$ cat config.mk
export PLATFORM = sky130hd
export DESIGN_NAME = ddr3_pwrup_seq
export DESIGN_NICKNAME = d
export VERILOG_FILES = /design/src/rtl/ddr3_pwrup_pkg.sv /design/src/rtl/ddr3_pwrup_timer.sv /design/src/rtl/ddr3_pwrup_fsm.sv /design/src/rtl/ddr3_pwrup_drive.sv /design/src/rtl/ddr3_pwrup_seq.sv
export SDC_FILE = /design/constraint.sdc
export NUM_CORES = 1
export LEC_CHECK = 0
export ABC_AREA = 1
export CAP_MARGIN = 5
export CORE_MARGIN = 1.5
export CORE_UTILIZATION = 47
export CTS_CLUSTER_DIAMETER = 150
export CTS_CLUSTER_SIZE = 30
export DETAILED_ROUTE_END_ITERATION = 16
export HOLD_SLACK_MARGIN = 0.1
export PLACE_DENSITY = 0.93
export SETUP_SLACK_MARGIN = 0.15
export SLEW_MARGIN = 20
export SYNTH_ARGS = -nofsm -noshare
export SYNTH_HDL_FRONTEND = slang
export SYNTH_SLANG_ARGS = --single-unit
export TNS_END_PERCENT = 50
$ cat constraint.sdc
create_clock -name clk -period 5.8 [get_ports clk]
set_input_delay 1.16 -clock clk [delete_from_list [all_inputs] [get_ports clk]]
set_output_delay 1.16 -clock clk [all_outputs]
set_load 0.02 [all_outputs]
$ cat src/rtl/ddr3_pwrup_pkg.sv
// Shared types for the DDR3 power-up sequencer.
// Assumes command pins are active low in the order cs, ras, cas, we.
package ddr3_pwrup_pkg;

    typedef enum logic [2:0] {
        ST_RESET_HOLD,
        ST_CKE_LOW_PRE,
        ST_POST_RESET_WAIT,
        ST_CLK_STABLE,
        ST_NOP_ISSUE,
        ST_CKE_HIGH_HOLD,
        ST_DONE
    } init_state_t;

    typedef struct packed {
        logic cs_n;
        logic ras_n;
        logic cas_n;
        logic we_n;
    } mem_cmd_t;

    localparam mem_cmd_t CMD_NOP      = '{cs_n: 1'b0, ras_n: 1'b1, cas_n: 1'b1, we_n: 1'b1};
    localparam mem_cmd_t CMD_DESELECT = '{cs_n: 1'b1, ras_n: 1'b1, cas_n: 1'b1, we_n: 1'b1};

endpackage

$ cat src/rtl/ddr3_pwrup_timer.sv
// Interval down-counter shared by all sequencer phases.
// A load sets the remaining count. 'expired' is high in the last cycle of
// an interval, so a loaded value N gives max(N,1) cycles.
// Assumes the owner asserts load during reset; the counter has no reset of its own.
module ddr3_pwrup_timer #(
    parameter int CNT_W = 20
) (
    input  logic             clk,
    input  logic             load,
    input  logic [CNT_W-1:0] load_val,
    output logic             expired
);
    logic [CNT_W-1:0] remaining;

    // Purpose: load a new interval, or count down toward zero.
    always_ff @(posedge clk) begin
        if (load) begin
            remaining <= load_val;
        end else if (remaining != '0) begin
            remaining <= remaining - 1'b1;
        end
    end

    // Purpose: flag the final cycle (remaining count 0 or 1).
    assign expired = (remaining[CNT_W-1:1] == '0);

endmodule

$ cat src/rtl/ddr3_pwrup_fsm.sv
// Phase controller: steps through the power-up phases in fixed order and
// selects the length of each new phase for the shared timer.
// Assumes the cycle-count inputs stay stable while pwr_good is high.
module ddr3_pwrup_fsm
    import ddr3_pwrup_pkg::*;
#(
    parameter int CNT_W       = 20,
    parameter int CLK_MIN_CYC = 5
) (
    input  logic             clk,
    input  logic             rst_n,
    input  logic             pwr_good,
    input  logic [CNT_W-1:0] cyc_reset_hold,
    input  logic [CNT_W-1:0] cyc_cke_pre,
    input  logic [CNT_W-1:0] cyc_post_reset,
    input  logic [CNT_W-1:0] cyc_clk_floor,
    input  logic [CNT_W-1:0] cyc_final_hold,
    input  logic             expired,
    output init_state_t      state,
    output logic             timer_load,
    output logic [CNT_W-1:0] timer_val
);
    localparam logic [CNT_W-1:0] CLK_MIN = CNT_W'(CLK_MIN_CYC);
    localparam logic [CNT_W-1:0] ONE     = CNT_W'(1);

    init_state_t state_q, state_nxt, state_eff;
    logic [CNT_W-1:0] clk_wait;

    // Purpose: clock-stable wait is the larger of floor and fixed minimum.
    assign clk_wait = (cyc_clk_floor > CLK_MIN) ? cyc_clk_floor : CLK_MIN;

    // Purpose: advance one phase when the current interval runs out.
    always_comb begin
        state_nxt = state_q;
        unique case (state_q)
            ST_RESET_HOLD:      if (expired) state_nxt = ST_CKE_LOW_PRE;
            ST_CKE_LOW_PRE:     if (expired) state_nxt = ST_POST_RESET_WAIT;
            ST_POST_RESET_WAIT: if (expired) state_nxt = ST_CLK_STABLE;
            ST_CLK_STABLE:      if (expired) state_nxt = ST_NOP_ISSUE;
            ST_NOP_ISSUE:       state_nxt = ST_CKE_HIGH_HOLD;
            ST_CKE_HIGH_HOLD:   if (expired) state_nxt = ST_DONE;
            ST_DONE:            state_nxt = ST_DONE;
            default:            state_nxt = ST_RESET_HOLD;
        endcase
        if (!pwr_good) state_nxt = ST_RESET_HOLD;
    end

    // Purpose: the state actually entered at the next edge, with reset applied.
    assign state_eff  = rst_n ? state_nxt : ST_RESET_HOLD;
    assign timer_load = !rst_n || !pwr_good || (state_eff != state_q);

    // Purpose: pick the interval length of the phase being entered.
    always_comb begin
        unique case (state_eff)
            ST_RESET_HOLD:      timer_val = cyc_reset_hold;
            ST_CKE_LOW_PRE:     timer_val = cyc_cke_pre;
            ST_POST_RESET_WAIT: timer_val = cyc_post_reset;
            ST_CLK_STABLE:      timer_val = clk_wait;
            ST_NOP_ISSUE:       timer_val = ONE;
            ST_CKE_HIGH_HOLD:   timer_val = cyc_final_hold;
            default:            timer_val = ONE;
        endcase
    end

    // Purpose: state register with synchronous active-low reset.
    always_ff @(posedge clk) begin
        if (!rst_n) state_q <= ST_RESET_HOLD;
        else        state_q <= state_nxt;
    end

    assign state = state_q;

endmodule

$ cat src/rtl/ddr3_pwrup_drive.sv
// Pin driver: decodes the phase register into the memory pin levels.
// Purely combinational from a register, so each phase shows at the pins
// in the same cycle it starts.
module ddr3_pwrup_drive
    import ddr3_pwrup_pkg::*;
(
    input  init_state_t state,
    output logic        mem_reset_n,
    output logic        mem_cke,
    output mem_cmd_t    mem_cmd,
    output logic        init_done
);
    // Purpose: map each phase to reset, clock enable, command and ready levels.
    always_comb begin
        mem_reset_n = 1'b1;
        mem_cke     = 1'b0;
        mem_cmd     = CMD_DESELECT;
        init_done   = 1'b0;
        unique case (state)
            ST_RESET_HOLD, ST_CKE_LOW_PRE: mem_reset_n = 1'b0;
            ST_POST_RESET_WAIT, ST_CLK_STABLE: ;
            ST_NOP_ISSUE: mem_cmd = CMD_NOP;
            ST_CKE_HIGH_HOLD: begin
                mem_cke = 1'b1;
                mem_cmd = CMD_NOP;
            end
            ST_DONE: begin
                mem_cke   = 1'b1;
                mem_cmd   = CMD_NOP;
                init_done = 1'b1;
            end
            default: mem_reset_n = 1'b0;
        endcase
    end

endmodule

$ cat src/rtl/ddr3_pwrup_seq.sv
// DDR3 power-up initialization sequencer, top level.
// Connects the phase controller, the shared interval timer and the pin driver.
// Assumes pwr_good is already synchronous to clk and CNT_W >= 2.
module ddr3_pwrup_seq
    import ddr3_pwrup_pkg::*;
#(
    parameter int CNT_W       = 20,
    parameter int CLK_MIN_CYC = 5
) (
    input  logic             clk,
    input  logic             rst_n,
    input  logic             pwr_good,
    input  logic [CNT_W-1:0] cyc_reset_hold,
    input  logic [CNT_W-1:0] cyc_cke_pre,
    input  logic [CNT_W-1:0] cyc_post_reset,
    input  logic [CNT_W-1:0] cyc_clk_floor,
    input  logic [CNT_W-1:0] cyc_final_hold,
    output logic             mem_reset_n,
    output logic             mem_cke,
    output logic             mem_cs_n,
    output logic             mem_ras_n,
    output logic             mem_cas_n,
    output logic             mem_we_n,
    output logic             init_done
);
    init_state_t      state;
    logic             timer_load;
    logic [CNT_W-1:0] timer_val;
    logic             expired;
    mem_cmd_t         cmd;

    ddr3_pwrup_fsm #(.CNT_W(CNT_W), .CLK_MIN_CYC(CLK_MIN_CYC)) u_fsm (
        .clk            (clk),
        .rst_n          (rst_n),
        .pwr_good       (pwr_good),
        .cyc_reset_hold (cyc_reset_hold),
        .cyc_cke_pre    (cyc_cke_pre),
        .cyc_post_reset (cyc_post_reset),
        .cyc_clk_floor  (cyc_clk_floor),
        .cyc_final_hold (cyc_final_hold),
        .expired        (expired),
        .state          (state),
        .timer_load     (timer_load),
        .timer_val      (timer_val)
    );

    ddr3_pwrup_timer #(.CNT_W(CNT_W)) u_timer (
        .clk      (clk),
        .load     (timer_load),
        .load_val (timer_val),
        .expired  (expired)
    );

    ddr3_pwrup_drive u_drive (
        .state       (state),
        .mem_reset_n (mem_reset_n),
        .mem_cke     (mem_cke),
        .mem_cmd     (cmd),
        .init_done   (init_done)
    );

    // Purpose: split the command struct onto the individual pins.
    assign mem_cs_n  = cmd.cs_n;
    assign mem_ras_n = cmd.ras_n;
    assign mem_cas_n = cmd.cas_n;
    assign mem_we_n  = cmd.we_n;

endmodule

==> results.py, run 1 <==
metrics = {
    "synth": {
        "share_of_synthesized_flip_flops_with_an_asynchronous_set_or_reset_pct": 0,
        "mapped_cell_area_um2": 2626,
        "post-synth-top-count-cell": "sky130_fd_sc_hd__nand2_1",
        "largest_family_of_logic_cells_by_synthesized_area": "simple AND/OR/NAND/NOR gates",
        "netlist.area_leader.share_pct": 22.87,
        "synth-edff-count": 20,
        "synth.mux.area_fraction_pct": 0,
        "synth_largest_area_cell": "sky130_fd_sc_hd__edfxtp_1",
        "synth_xor_xnor_area_share_pct": 2.001,
        "yosys_warnings": 0,
        "yosys-top-cells-count": "sky130_fd_sc_hd__nand2_1, sky130_fd_sc_hd__inv_1, sky130_fd_sc_hd__nor2_1, sky130_fd_sc_hd__nand4_1, sky130_fd_sc_hd__edfxtp_1",
        "register_area_share_after_synthesis_pct": 25.15,
        "synth_cell_type_count": 34,
        "synth_fa_ha_area_share_pct": 0.4764,
        "syn_avg_cell_area_um2": 6.151,
        "synth-compound-area-share_pct": 7.766,
        "synth_flop_cell": "sky130_fd_sc_hd__edfxtp_1",
        "synth_area_leaders": "sky130_fd_sc_hd__edfxtp_1, sky130_fd_sc_hd__nand2_1, sky130_fd_sc_hd__nand4_1",
        "seq_cells_post_synth": 23,
        "synth_simple_gate_area_share_pct": 51.36,
        "synthesis.instances": 427,
    },
    "sta": {
        "maxSlewViolCount": 0,
        "fmax_mhz": 251.5,
        "slew_headroom_pct": 38.50,
        "layout_min_cycle_time_ns": 3.977,
        "whs_ns": 0.7228,
        "post-route-period-util_pct": 68.56,
        "finClkSkew_ns": 0.004922,
        "final-setup-viol-count": 0,
        "finalHoldViolations": 0,
        "grt_setup_unrepaired": "no",
        "finalSetupTns_ns": 0,
        "timing_worst_slew_pin_value_ns": 0.9200,
    },
    "placed_design": {
        "place_congestion": 0.9641,
        "placedCellCount": 586,
        "numPortBuffers": 106,
        "post-dp-hpwl_mm": 6.402,
    },
    "die": {
        "die-width_um": 77.75,
        "starting_density_of_the_core_pct": 48.29,
        "fp.dieArea_um2": 6045,
        "dieHeight_um": 77.75,
        "io_pins": 110,
        "num_rows": 27,
        "design.core.area_um2": 5439,
    },
    "clock_network": {
        "htree_levels": 1,
        "clk_root_buffer_cell": "sky130_fd_sc_hd__clkbuf_8",
        "tritoncts_clock_tree": "yes",
        "clock_transition_at_the_registers_of_the_reported_paths_ns": 0.08,
        "cts-hold-fix-buffers": 0,
        "clkLatencyLatePin_ns": 0.27,
        "cts_max_path_buffers": 2,
        "cts_inserted_buffers": 3,
        "cts-resized-gates": 0,
        "postCtsSetupBuffers": 0,
        "cts_num_sinks": 23,
    },
    "routing": {
        "via_per_inst": 5.342,
        "drt_wl_total_mm": 7.990,
        "route.detailed.drc": 0,
        "final_antenna_net_count": 0,
        "detail_route.iter0.violations": 277,
        "via_count": 3152,
        "detailedRoute.firstPassIterationCount": 5,
        "wire_per_inst_um": 13.54,
    },
    "power_and_ir_drop": {
        "cell_pwr_density_nw_per_um2": 131.5,
        "ir_worst_vdd_mv": 0.07688,
        "static_leak_nw": 1.668,
    },
    "setup_path": {
        "end_kind": "register",
        "r2r_start": "u_timer.remaining[15]",
        "arrival_ns": 3.87,
        "worst_path_max_delay_cell": "sky130_fd_sc_hd__nand3_1",
        "crit_family": "simple AND/OR/NAND/NOR gates",
        "timing.critical_path.cells": "clkdlybuf4s50_1 -> nand2_1 -> a21oi_1 -> nand2_1 -> nor2_4 -> nand2_1 -> nand2_1 -> inv_2 -> nand3_1",
        "critPathKind": "in -> reg",
        "path_max_fanout": 23,
        "critical_path.startpoint": "pwr_good",
        "worst_setup_path_start_kind": "input port",
        "crit_required_ns": 5.70,
        "crit_path_frequent_cell": "sky130_fd_sc_hd__nand2_1",
        "critical-path-max-stage-delay_ns": 0.70,
        "crit_buf_inv": 2,
    },
    "global_route": {
        "grt_max_degree": 44,
        "grt_pass1_vias": 2941,
        "globalRouteOverflowTotal": 0,
        "wire_length_of_the_first_global_routing_pass_mm": 12.90,
        "grt_antenna_before_repair": 0,
        "global_route.usage.total_pct": 26.53,
    },
    "layout": {
        "fill_cells": 465,
        "final_cell_count_no_fill": 590,
        "synthToLayoutAreaGrowth_pct": 40.45,
        "antenna_diode_count": 0,
        "final_net_count": 623,
        "ratio_of_cells_with_drive_above_1_in_the_final_layout_pct": 4.826,
    },
    "min_path": {
        "hold_class": "reg -> reg",
        "hold_start": "u_timer.remaining[8]",
    },
    "flow_run": {
        "drv_cap": 0,
    },
    "status": {
        "outcome": "complete, no violations",
    },
}
## sequential cells by signal, summed over array words and instances (netlist names)
register and flops:
u_timer.remaining 20, u_fsm.state 3
## per-layer routing
| metal | track usage [%] | up-vias | part of all wire (%) |
|---|---|---|---|
| met5 | 0 | - | 0 |
| met2 | 45.91 | 182 | 49 |
| li1 | - | 1569 | - |
| met1 | 33.02 | 1382 | 39 |
| met3 | 4.000 | 19 | 9.4 |
| met4 | 10.00 | 0 | 2.3 |
## stage by stage
step	utilization, %	power [mW]	instance area, um^2	setup slack (ns)
after CTS	67.82	0.4830	3689	1.826
after floorplan	-	0.2939	2634	2.852
after detailed placement	66.99	0.3838	3643	1.555
after global routing	67.82	0.5088	3689	1.527
after global placement	66.99	0.3784	3643	1.704
final	67.82	0.4849	3689	1.823
## power breakdown
part / leakage [nW] / switching (mW) / internal (mW)
Combinational: 1.40 / 0.0728 / 0.0936
Sequential: 0.243 / 0.0149 / 0.202
Clock: 0.0228 / 0.0528 / 0.0492
Total: 1.67 / 0.140 / 0.345
## tightest hold or removal path: stages, from the launching register on
cell and delay (ns):
sky130_fd_sc_hd__edfxtp_1 0.36, sky130_fd_sc_hd__o21ai_0 0.09, sky130_fd_sc_hd__nand2_1 0.06, sky130_fd_sc_hd__nand2_1 0.05
sky130_fd_sc_hd__nand2_1 0.06
## layout make-up
type / count / area (um^2) / area share (%)
Multi-Input combinational cell: 332 / 1629 / 44.17
Timing Repair Buffer: 107 / 1069 / 28.97
Sequential cell: 23 / 660.6 / 17.91
Inverter: 52 / 195.2 / 5.292
Tap cell: 72 / 90.09 / 2.442
Clock buffer: 4 / 45.04 / 1.221
## placed cells by master, fill, tap and decap left out, drive strengths merged, types with 2 or more instances in the layout
cell type	netlist	final
xor2	2	2
and2	11	11
edfxtp	20	20
nand3	15	15
clkdlybuf4s50	0	106
or2	3	3
a21oi	5	5
nand4	44	44
clkbuf	0	4
nor2	54	54
nor4	4	4
a21boi	2	2
nand2	146	146
o21a	2	2
dfxtp	3	3
nor3	6	6
inv	52	52
conb	1	3
o21ai	28	28
xnor2	4	4
## path summary, 6_finish.rpt
check,slack (ns),endpoint,depth (start not counted)
max reg2reg,2.36,u_timer.remaining[2],11
max,1.82,u_timer.remaining[2],9
min,0.72,u_timer.remaining[8],4
min reg2reg,0.72,u_timer.remaining[8],4
## cell families (layout without fill, tap and decap cells)
group / Yosys count / in the layout
adders and majority gates: 1 / 1
DFF: 23 / 23
other: 1 / 3
and+or+nand+nor: 284 / 284
buffers and inverters: 74 / 163
xor gates and xnor gates: 6 / 6
AOI/OAI and AO/OA: 38 / 38
Power figures use the tool's default switching activity.
==> run 2: changes to the inputs <==
--- a/config.mk
+++ b/config.mk
@@ -8,12 +8,12 @@
 export ABC_AREA = 1
 export CAP_MARGIN = 5
 export CORE_MARGIN = 1.5
-export CORE_UTILIZATION = 47
+export CORE_UTILIZATION = 40
 export CTS_CLUSTER_DIAMETER = 150
 export CTS_CLUSTER_SIZE = 30
 export DETAILED_ROUTE_END_ITERATION = 16
 export HOLD_SLACK_MARGIN = 0.1
-export PLACE_DENSITY = 0.93
+export PLACE_DENSITY = 0.85
 export SETUP_SLACK_MARGIN = 0.15
 export SLEW_MARGIN = 20
 export SYNTH_ARGS = -nofsm -noshare
==> constraint.sdc (replaced) <==
create_clock -name clk -period 3.3 [get_ports clk]
set_input_delay 0.66 -clock clk [delete_from_list [all_inputs] [get_ports clk]]
set_output_delay 0.66 -clock clk [all_outputs]
set_load 0.02 [all_outputs]
==> results.py, run 2 (synthesis results as in run 1) <==
metrics = {
    "routing": {
        "via_per_inst": 5.204,
        "route.detailed.drc": 0,
        "wire_per_inst_um": 13.92,
        "drt_wl_total_mm": 8.406,
        "detail_route.iter0.violations": 278,
        "via_count": 3143,
        "detailedRoute.firstPassIterationCount": 6,
        "final_antenna_net_count": 0,
    },
    "global_route": {
        "globalRouteOverflowTotal": 0,
        "grt_pass1_vias": 3045,
        "grt_antenna_before_repair": 0,
        "wire_length_of_the_first_global_routing_pass_mm": 13.90,
        "global_route.usage.total_pct": 24.07,
        "grt_max_degree": 28,
    },
    "setup_path": {
        "path_max_fanout": 27,
        "arrival_ns": 2.77,
        "crit_required_ns": 3.32,
        "critPathKind": "reg -> reg",
        "end_kind": "register",
        "worst_setup_path_start_kind": "register",
    },
    "clock_network": {
        "cts-resized-gates": 0,
        "postCtsSetupBuffers": 0,
        "tritoncts_clock_tree": "yes",
        "cts_num_sinks": 23,
        "clock_transition_at_the_registers_of_the_reported_paths_ns": 0.09,
        "cts_max_path_buffers": 2,
        "clk_root_buffer_cell": "sky130_fd_sc_hd__clkbuf_8",
        "cts-hold-fix-buffers": 0,
        "clkLatencyLatePin_ns": 0.27,
        "htree_levels": 1,
        "cts_inserted_buffers": 3,
    },
    "status": {
        "outcome": "complete, no violations",
    },
    "placed_design": {
        "post-dp-hpwl_mm": 6.878,
        "placement.setup.worst_slack_ns": 0.3450,
        "numPortBuffers": 106,
        "place_congestion": 0.9588,
    },
    "layout": {
        "max_ffs_per_register": 20,
        "final_common_cell": "sky130_fd_sc_hd__nand2_1",
        "final_net_count": 632,
        "utilization_pct": 59.27,
        "antenna_diode_count": 0,
        "synthToLayoutAreaGrowth_pct": 43.31,
        "ratio_of_cells_with_drive_above_1_in_the_final_layout_pct": 6.641,
        "final_cell_mix": "sky130_fd_sc_hd__nand2_1, sky130_fd_sc_hd__clkdlybuf4s50_1, sky130_fd_sc_hd__inv_1",
        "top_register": "u_timer.remaining",
    },
    "die": {
        "starting_density_of_the_core_pct": 41.36,
        "num_rows": 29,
        "fp.dieArea_um2": 7061,
        "die-width_um": 84.03,
        "dieHeight_um": 84.03,
        "io_pins": 110,
        "design.core.area_um2": 6350,
    },
    "sta": {
        "post-route-period-util_pct": 83.23,
        "finClkSkew_ns": 0.006047,
        "layout_min_cycle_time_ns": 2.747,
        "fmax_mhz": 364.1,
        "grt_setup_unrepaired": "no",
        "maxSlewViolCount": 0,
        "finalHoldViolations": 0,
        "final-setup-viol-count": 0,
        "fin_ws_ns": 0.5534,
        "finalSetupTns_ns": 0,
    },
    "min_path": {
        "hold_class": "reg -> reg",
    },
    "flow_run": {
        "drv_cap": 0,
    },
    "power_and_ir_drop": {
        "ir_worst_vdd_mv": 0.1595,
        "static_leak_nw": 1.713,
        "cell_pwr_density_nw_per_um2": 227.9,
    },
}
run 2: cell count changes in the layout (fill, tap and decap cells not counted):
| cell | change |
|---|---|
| sky130_fd_sc_hd__buf_4 | +9 |
| sky130_fd_sc_hd__clkbuf_1 | -1 |
| sky130_fd_sc_hd__clkinv_2 | +1 |
run 2: per-stage QoR:
stage	instances	power [mW]	area (um^2)	hold slack, ns
2_1_floorplan	429	0.5165	2634	0.6051
3_3_place_gp	600	0.6726	3717	0.6364
3_5_place_dp	600	0.6792	3717	0.6397
4_1_cts	604	0.8541	3764	0.6613
5_1_grt	604	0.9024	3764	0.7081
6_report	604	0.8577	3764	0.6617
run 2: layer usage:
layer | vias up | GRT usage, % | part of all wire, %
met5 | - | 0 | 0
met4 | 0 | 7.154 | 2.0
met3 | 15 | 2.671 | 6.9
met2 | 167 | 41.38 | 48
met1 | 1373 | 31.64 | 43
li1 | 1588 | - | -
run 2: area by class of cell:
type | instances | area [um^2]
inverter | 52 | 195.2
tap | 77 | 96.34
clock inverter | 1 | 5.005
clock buffer | 3 | 41.29
timing repair buffer | 116 | 1136
fill | 563 | 2586
multi-input combinational | 332 | 1629
sequential | 23 | 660.6
run 2: path summary, 6_finish.rpt:
kind	from	end	slack, ns	cells past startpoint
worst max register to register	u_timer.remaining[15]	u_timer.remaining[3]	0.55	14
worst min register to register	u_timer.remaining[14]	u_timer.remaining[14]	0.66	4
worst max-delay path	u_timer.remaining[15]	u_timer.remaining[3]	0.55	14
worst min-delay path	u_timer.remaining[14]	u_timer.remaining[14]	0.66	4
run 2: critical path, stage by stage, from the launching register on:
cell                       delay (ns)
sky130_fd_sc_hd__edfxtp_1        0.47
sky130_fd_sc_hd__nor2_1          0.17
sky130_fd_sc_hd__nand2_1         0.11
sky130_fd_sc_hd__nor2_4          0.17
sky130_fd_sc_hd__nand3_1         0.14
sky130_fd_sc_hd__nand2_1         0.09
sky130_fd_sc_hd__nand2_1         0.09
sky130_fd_sc_hd__nand3_4         0.18
sky130_fd_sc_hd__buf_4           0.35
sky130_fd_sc_hd__nor2_2          0.07
sky130_fd_sc_hd__buf_4           0.19
sky130_fd_sc_hd__nand2_1         0.07
sky130_fd_sc_hd__nand3_1         0.08
sky130_fd_sc_hd__o21ai_1         0.23
sky130_fd_sc_hd__nand2_1         0.08
run 2: where the power goes:
part,total (mW),internal [mW],switching (mW)
Sequential,0.382,0.355,0.0278
Combinational,0.295,0.166,0.129
Clock,0.181,0.0845,0.0960
